==> config.mk <==
export PLATFORM = sky130hd
export DESIGN_NAME = quad_pair_loader
export DESIGN_NICKNAME = d
export VERILOG_FILES = /design/src/rtl/qld_pkg.sv /design/src/rtl/qld_seq.sv /design/src/rtl/qld_steer.sv /design/src/rtl/quad_pair_loader.sv
export SDC_FILE = /design/constraint.sdc
export NUM_CORES = 1
export LEC_CHECK = 0
export ABC_AREA = 1
export BUFFER_PORTS_ARGS = -buffer_cell sky130_fd_sc_hd__buf_4
export CAP_MARGIN = 20
export CORE_ASPECT_RATIO = 1.75
export CORE_MARGIN = 2
export CORE_UTILIZATION = 55
export DETAILED_ROUTE_END_ITERATION = 10
export PLACE_DENSITY = 0.83
export SLEW_MARGIN = 15
export SYNTH_ARGS = -nofsm -noshare
export SYNTH_HDL_FRONTEND = slang
export SYNTH_SLANG_ARGS = --single-unit
==> constraint.sdc <==
create_clock -name clk -period 3.6 [get_ports clk]
set_input_delay 0.18 -clock clk [delete_from_list [all_inputs] [get_ports clk]]
set_output_delay 0.18 -clock clk [all_outputs]
set_load 0.005 [all_outputs]
==> src/rtl/qld_pkg.sv <==
package qld_pkg;

    localparam int DW    = 64;
    localparam int NBYTE = DW / 8;

    typedef enum logic [2:0] {
        ST_IDLE,
        ST_READ_LO,
        ST_READ_HI,
        ST_WRITE_EVEN,
        ST_WRITE_ODD,
        ST_DONE
    } qld_state_e;

    function automatic logic [DW-1:0] swap_bytes(input logic [DW-1:0] d);
        logic [DW-1:0] r;
        for (int i = 0; i < NBYTE; i++) begin
            r[8*i +: 8] = d[8*(NBYTE-1-i) +: 8];
        end
        return r;
    endfunction

endpackage

==> src/rtl/qld_seq.sv <==
module qld_seq
    import qld_pkg::*;
#(
    parameter int ADDR_W = 64,
    parameter int REG_W  = 5
) (
    input  logic              clk,
    input  logic              rst,
    input  logic              start_i,
    input  logic [ADDR_W-1:0] ea_i,
    input  logic [REG_W-1:0]  rt_i,
    input  logic              le_i,
    input  logic              rd_req_ready_i,
    input  logic              rd_rsp_valid_i,
    output qld_state_e        state_o,
    output logic              rd_req_valid_o,
    output logic [ADDR_W-1:0] rd_req_addr_o,
    output logic              cap_lo_o,
    output logic              cap_hi_o,
    output logic [REG_W-1:0]  base_reg_o,
    output logic              le_q_o,
    output logic              err_o
);

    localparam logic [ADDR_W-1:0] HI_OFS = ADDR_W'(NBYTE);

    qld_state_e        state;
    logic              issued;
    logic [ADDR_W-1:0] ea_q;
    logic [REG_W-1:0]  rt_q;
    logic              le_q;
    logic              in_read;

    assign in_read        = (state == ST_READ_LO) || (state == ST_READ_HI);
    assign rd_req_valid_o = in_read && !issued;
    assign rd_req_addr_o  = (state == ST_READ_HI) ? ea_q + HI_OFS : ea_q;
    assign cap_lo_o       = (state == ST_READ_LO) && issued && rd_rsp_valid_i;
    assign cap_hi_o       = (state == ST_READ_HI) && issued && rd_rsp_valid_i;
    assign state_o        = state;
    assign base_reg_o     = rt_q;
    assign le_q_o         = le_q;

    always_ff @(posedge clk) begin
        if (rst) begin
            state  <= ST_IDLE;
            issued <= 1'b0;
            ea_q   <= '0;
            rt_q   <= '0;
            le_q   <= 1'b0;
            err_o  <= 1'b0;
        end else begin
            err_o <= 1'b0;
            case (state)
                ST_IDLE: begin
                    if (start_i) begin
                        if (rt_i[0]) begin
                            err_o <= 1'b1;
                        end else begin
                            ea_q   <= ea_i;
                            rt_q   <= rt_i;
                            le_q   <= le_i;
                            issued <= 1'b0;
                            state  <= ST_READ_LO;
                        end
                    end
                end
                ST_READ_LO, ST_READ_HI: begin
                    if (!issued) begin
                        if (rd_req_ready_i) issued <= 1'b1;
                    end else if (rd_rsp_valid_i) begin
                        issued <= 1'b0;
                        state  <= (state == ST_READ_LO) ? ST_READ_HI : ST_WRITE_EVEN;
                    end
                end
                ST_WRITE_EVEN: state <= ST_WRITE_ODD;
                ST_WRITE_ODD:  state <= ST_DONE;
                default:       state <= ST_IDLE;
            endcase
        end
    end


    req_hold_chk: assert property (@(posedge clk) disable iff (rst)
        rd_req_valid_o && !rd_req_ready_i |=> rd_req_valid_o && $stable(rd_req_addr_o));


    err_idle_chk: assert property (@(posedge clk) disable iff (rst)
        err_o |-> (state == ST_IDLE) && !rd_req_valid_o);


    one_rsp_chk: assert property (@(posedge clk) disable iff (rst)
        cap_lo_o |=> rd_req_valid_o && !cap_hi_o);

endmodule

==> src/rtl/qld_steer.sv <==
module qld_steer
    import qld_pkg::*;
#(
    parameter int REG_W = 5
) (
    input  logic              clk,
    input  logic              rst,
    input  qld_state_e        state_i,
    input  logic              cap_lo_i,
    input  logic              cap_hi_i,
    input  logic [DW-1:0]     rsp_data_i,
    input  logic [REG_W-1:0]  base_reg_i,
    input  logic              le_i,
    output logic              wr_en_o,
    output logic [REG_W-1:0]  wr_reg_o,
    output logic [DW-1:0]     wr_data_o
);

    logic [DW-1:0] lo_q;
    logic [DW-1:0] hi_q;

    always_ff @(posedge clk) begin
        if (rst) begin
            lo_q <= '0;
            hi_q <= '0;
        end else begin
            if (cap_lo_i) lo_q <= rsp_data_i;
            if (cap_hi_i) hi_q <= rsp_data_i;
        end
    end

    always_comb begin
        wr_en_o   = 1'b0;
        wr_reg_o  = base_reg_i;
        wr_data_o = '0;
        case (state_i)
            ST_WRITE_EVEN: begin
                wr_en_o   = 1'b1;
                wr_data_o = le_i ? swap_bytes(hi_q) : lo_q;
            end
            ST_WRITE_ODD: begin
                wr_en_o   = 1'b1;
                wr_reg_o  = {base_reg_i[REG_W-1:1], 1'b1};
                wr_data_o = le_i ? swap_bytes(lo_q) : hi_q;
            end
            default: ;
        endcase
    end


    pair_order_chk: assert property (@(posedge clk) disable iff (rst)
        wr_en_o && !wr_reg_o[0] |=> wr_en_o && (wr_reg_o == $past(wr_reg_o) + REG_W'(1)));

endmodule

==> src/rtl/quad_pair_loader.sv <==
module quad_pair_loader
    import qld_pkg::*;
#(
    parameter int ADDR_W = 64,
    parameter int REG_W  = 5
) (
    input  logic              clk,
    input  logic              rst,
    input  logic              start_i,
    input  logic [ADDR_W-1:0] ea_i,
    input  logic [REG_W-1:0]  rt_i,
    input  logic              le_i,
    output logic              busy_o,
    output logic              err_o,
    output logic              rd_req_valid_o,
    input  logic              rd_req_ready_i,
    output logic [ADDR_W-1:0] rd_req_addr_o,
    input  logic              rd_rsp_valid_i,
    input  logic [63:0]       rd_rsp_data_i,
    output logic              wr_en_o,
    output logic [REG_W-1:0]  wr_reg_o,
    output logic [63:0]       wr_data_o,
    output logic              done_o
);

    qld_state_e       state;
    logic             cap_lo;
    logic             cap_hi;
    logic [REG_W-1:0] base_reg;
    logic             le_q;

    qld_seq #(.ADDR_W(ADDR_W), .REG_W(REG_W)) u_seq (
        .clk            (clk),
        .rst            (rst),
        .start_i        (start_i),
        .ea_i           (ea_i),
        .rt_i           (rt_i),
        .le_i           (le_i),
        .rd_req_ready_i (rd_req_ready_i),
        .rd_rsp_valid_i (rd_rsp_valid_i),
        .state_o        (state),
        .rd_req_valid_o (rd_req_valid_o),
        .rd_req_addr_o  (rd_req_addr_o),
        .cap_lo_o       (cap_lo),
        .cap_hi_o       (cap_hi),
        .base_reg_o     (base_reg),
        .le_q_o         (le_q),
        .err_o          (err_o)
    );

    qld_steer #(.REG_W(REG_W)) u_steer (
        .clk        (clk),
        .rst        (rst),
        .state_i    (state),
        .cap_lo_i   (cap_lo),
        .cap_hi_i   (cap_hi),
        .rsp_data_i (rd_rsp_data_i),
        .base_reg_i (base_reg),
        .le_i       (le_q),
        .wr_en_o    (wr_en_o),
        .wr_reg_o   (wr_reg_o),
        .wr_data_o  (wr_data_o)
    );

    assign busy_o = (state != ST_IDLE);
    assign done_o = (state == ST_DONE);


    done_once_chk: assert property (@(posedge clk) disable iff (rst)
        done_o |=> !done_o);


    done_after_odd_chk: assert property (@(posedge clk) disable iff (rst)
        done_o |-> $past(wr_en_o && wr_reg_o[0]));


    no_err_busy_chk: assert property (@(posedge clk) disable iff (rst)
        busy_o && start_i |=> !err_o);

endmodule

# Yosys cells after proc, flatten, opt, wreduce, memory -nomap -nowiden
# Index checks and enable logic that the tools add are counted.
# word_totals
register_bits	202
latchBits	0
ram_bits	0
romBits	0
in_bits	139
out_inout_bits	138
wordCells	56
memories	0
# classes
add_sub_neg	1
n_mul	0
div	0
order_cmp	0
eq_ne	9
n_shift	0
n_mux	19
bitwise_logic	3
reduce_logical	16
# ops
cell	n
64-bit two-way mux	3
64-bit one-hot mux with 2 select lines	1
64-bit by 4-bit adder with 64-bit output (second input constant)	1
3-bit two-way mux	4
3-bit one-hot mux with 4 select lines	1
1-bit two-way mux	9
3-bit by 2-bit equality test with 1-bit output (second input constant)	2
3-bit equality test (second input constant)	2
2-bit inequality test (second input constant)	3
3-bit AND reduction	2
1-bit logical AND	5
4-bit AND reduction	1
2-bit OR reduction	2
3-bit by 1-bit equality test with 1-bit output (second input constant)	1
3-bit logical NOT	1
1-bit inverter	3
3-bit nonzero test	1
3-bit OR reduction	1
2-bit by 1-bit inequality test with 1-bit output (second input constant)	1
1-bit one-hot mux with 2 select lines	1
2-bit nonzero test	1
1-bit logical NOT	1
1-bit logical OR	1

# Logic depth before layout (Yosys ltp)
# logic_depth
ltp_word	5
ltp_mapped	10
depth_no_buf	10

# Hierarchy
# Synthesis repeated with hierarchy kept, for this count alone.
# unflattened
hier_cells	1945
hier_area_um2	11637.4
# modules_own_cells
mod	n_inst	cells_per_inst	area_per_inst_um2	seq_area_each_um2
qld_steer	1	1182	6915.4	2562.5
qld_seq	1	758	4700.8	1481.4
quad_pair_loader	1	5	21.3	0.0

# Least setup slack after synthesis
# Ideal clock, no wire load.
# synth_timing
kind	reg2out
start	reg u_seq.ea_q[4]
end	out rd_req_addr_o[29]
arrival_time_ns	1.378
required_ns	3.420
setup_slack_ns	2.042
stages_incl_launch_ff	9
n_path_buf	0
path_cell_list	dfxtp_1 > ha_1 > nand3_1 > nor2_4 > nand2_2 > nor2_4 > nand2_1 > nor2_1 > xor2_1
# synth_via
elab_chain_cells	2
# synth_lines
element	line	text
from (decl)	qld_seq.sv:29	logic [ADDR_W-1:0] ea_q;
from (signal assigned)	qld_seq.sv:59	ea_q <= ea_i;
64-bit by 4-bit adder with 64-bit output	qld_seq.sv:36	assign rd_req_addr_o = (state == ST_READ_HI) ? ea_q + HI_OFS : ea_q;
64-bit two-way mux	qld_seq.sv:36	
to (decl)	quad_pair_loader.sv:17	output logic [ADDR_W-1:0] rd_req_addr_o,
# Every way passes these cells.

# Worst setup path after layout
# layout_timing
start	reg u_seq.state[1], in the netlist u_seq.state_o[1]
end	out wr_data_o[36]
# layout_via
elab_chain_cells	2
elab_cells_between_ends	3
classes_between	eq/ne (2); mux (1)
# layout_lines
element	line	text
from (decl)	qld_seq.sv:27	qld_state_e state;
from (signal assigned)	qld_seq.sv:72	state <= (state == ST_READ_LO) ? ST_READ_HI : ST_WRITE_EVEN;
3-bit equality test / 3-bit by 2-bit equality test with 1-bit output (equally long branches)	qld_steer.sv:36	case (state_i)
64-bit one-hot mux with 2 select lines (*)	qld_steer.sv:36	
to (decl)	quad_pair_loader.sv:22	output logic [63:0] wr_data_o,
# Every way passes the cells marked *; elsewhere a longest branch is shown, timed or not.

==> reports/results.ini <==
[floorplan]
die_w_um=109
coreArea_um2=19100
start_util=0.560
die_y_um=188
rows=67
io_pins=277
design.die.area_um2=20600

[detailed_routing]
routed_via_density=6.06
wl_um=42300
drc=0
drtIter0Drc=1309
wl_per_cell_um=19.9
vias=12862
firstDrtPassIters=7
ant_nets=0

[clocking]
clock-sinks=202
postCtsResizedCells=0
cts_root_buffer=clkbuf_16
cts_htree_levels=1
cts_tree=built
cts_inserted_buffers=20
clk_pin_slew_ns=0.07
clock_latency_ns=0.50
cts.path.max_buffers=3

[critical_path]
path_cells=nand2_1, nor2_4, buf_12, a221oi_1, nor2_1, buf_4
crit_fanout=70
cp.required_ns=3.42
max_stage_delay_ns=0.64
worst_ep_arrival_time_ns=2.81
critical_path_class=reg2out
slowest_stage=nor2_4
worstSetupStartpointType=register
critPathTopFamily=simple AND/OR/NAND/NOR gates
worst-path-buf-inv=2
end_kind=primary output

[placement]
portBuffers=276
place.gp.congestion=0.987
dp_hpwl_um=27200

[job]
max_cap_violations=0

[timing]
skew_ns=0.00930
finalMaxSlewViolations=0
tns_ns=0
setup_violations=0
rsz0062_at_grt=false
relSlewSlack=0.386
hold_viol_final=0
min_period_ns=2.99
tightest_slew_ns=0.922
fin_crit_sh=0.830
timing.fmax_mhz=335

[pwr]
power_mw=5.72
peakVddDrop_mv=0.467
p_leak_nw=5.91
power_density_nw_per_um2=391

[cells_and_area]
syn_to_final_growth_pct=37.0
mostFrequentLayoutCells=nor2_1 (397), buf_4 (288), nand2_1 (213)
mostFrequentLayoutCell=nor2_1
nets=2006
drive_gt1_frac=0.198

[grt]
grtUsageTotal=0.399
grt_max_degree=130
use_met1=0.402
grt_pass1_wl_um=64500
antenna_found_initial=4
groute.layer.met2.usage=0.687
grt_pass1_vias=12403
grt.busiest_layer=met2
grt-ovfl-total=0
use_met3=0.0913

[yosys]
ys_ff_latch=202
syn-cell-area_um2=10700
syn_inst=1540
yosys.cell_types.count=37
ys_warn_count=0
synth_seq_area_share=0.378
syn_avg_cell_area_um2=6.95
synthesis.nets=1680

[hold_path]
hold_class=in2reg

[status]
outcome=completed

cells by family after synthesis:
group / Yosys count / synth area share
adders and majority gates: 1 / 0.00117
AOI/OAI and AO/OA: 348 / 0.209
buffers and inverters: 175 / 0.0709
DFF: 202 / 0.378
and+or+nand+nor: 769 / 0.305
xor gates and xnor gates: 45 / 0.0368
worst min-delay path, cell delays in order:
cell     delay (ns)
buf_4          0.14
nand3_1        0.08
a21oi_1        0.06
worst paths after layout:
| kind | depth (start not counted) | to | slack, ns | startpoint |
|---|---|---|---|---|
| worst min-delay path | 3 | u_steer.hi_q[55] | 0.01 | rd_rsp_data_i[55] |
| worst min register to register | 2 | u_steer.hi_q[1] | 0.48 | u_steer.hi_q[1] |
| worst max register to register | 7 | u_seq.state_o[0] | 1.10 | u_seq.state_o[1] |
| worst max-delay path | 6 | wr_data_o[36] | 0.61 | u_seq.state_o[1] |
cells in the mapped netlist (all sizes together):
cell type	count	area [µm²]
a211oi	1	7.51
buf	61	330
xor2	23	201
o21ai	137	686
ha	1	12.5
a41oi	1	8.76
nand2	223	862
a221oi	128	1120
nor2	415	1650
dfxtp	202	4040
xnor2	22	193
nand4	14	93.8
nor3b	2	20.0
nand3b	3	22.5
and3	1	6.26
o21bai	1	7.51
nand3	97	515
a21oi	80	400
inv	58	218
nor3	13	86.3
and2	1	6.26
clkbuf	55	206
clkinv	1	3.75
final cells by class:
cell class / instances / area [µm²]
repair buffers: 420 / 3510
well taps: 241 / 302
flip-flops and latches: 202 / 4050
diodes: 4 / 10.0
clock inverters: 7 / 37.5
multi-input cells: 1163 / 5910
clock buffers: 28 / 612
inverters: 59 / 224
fillers: 1419 / 4460
metrics by stage:
stage / hold slack [ns] / std cells / setup WS [ns] / instance area [µm²] / utilization
4_1_cts: 0.00000472 / 2118 / 0.655 / 14600 / 0.764
5_1_grt: 0.0161 / 2124 / 0.524 / 14700 / 0.767
3_3_place_gp: 0.430 / 1956 / 1.21 / 12700 / 0.664
2_1_floorplan: 0.328 / 1540 / 2.04 / 10700 / -
6_report: 0.0144 / 2124 / 0.612 / 14700 / 0.767
3_5_place_dp: 0.437 / 1956 / 1.20 / 12700 / 0.664
per-layer routing:
metal  wire (µm)  part of all wire
met2       21000              0.50
met3        3560             0.084
met1       13800              0.33
met4        3860             0.091
met5           0                 0
timing repair:
| item | in CTS | in global routing |
|---|---|---|
| setup endpoints to repair | 0 | 0 |
| setup buffers | 0 | 0 |
| hold buffers | 127 | 1 |
| endpoints found under the hold margin | 177 | 1 |
report_power, final:
part | internal (mW) | switching, mW
combinational | 0.565 | 0.592
sequential | 2.34 | 0.130
clock | 1.19 | 0.913
total | 4.09 | 1.63
state kept, by name (all words and copies together) (netlist names):
signal,count
u_seq.issued,1
u_seq.err_o,1
u_steer.lo_q,64
u_seq.le_q_o,1
u_seq.ea_q,64
u_seq.state_o,3
u_seq.base_reg_o,4
u_steer.hi_q,64
No activity file was read; power rests on OpenSTA's default activity.
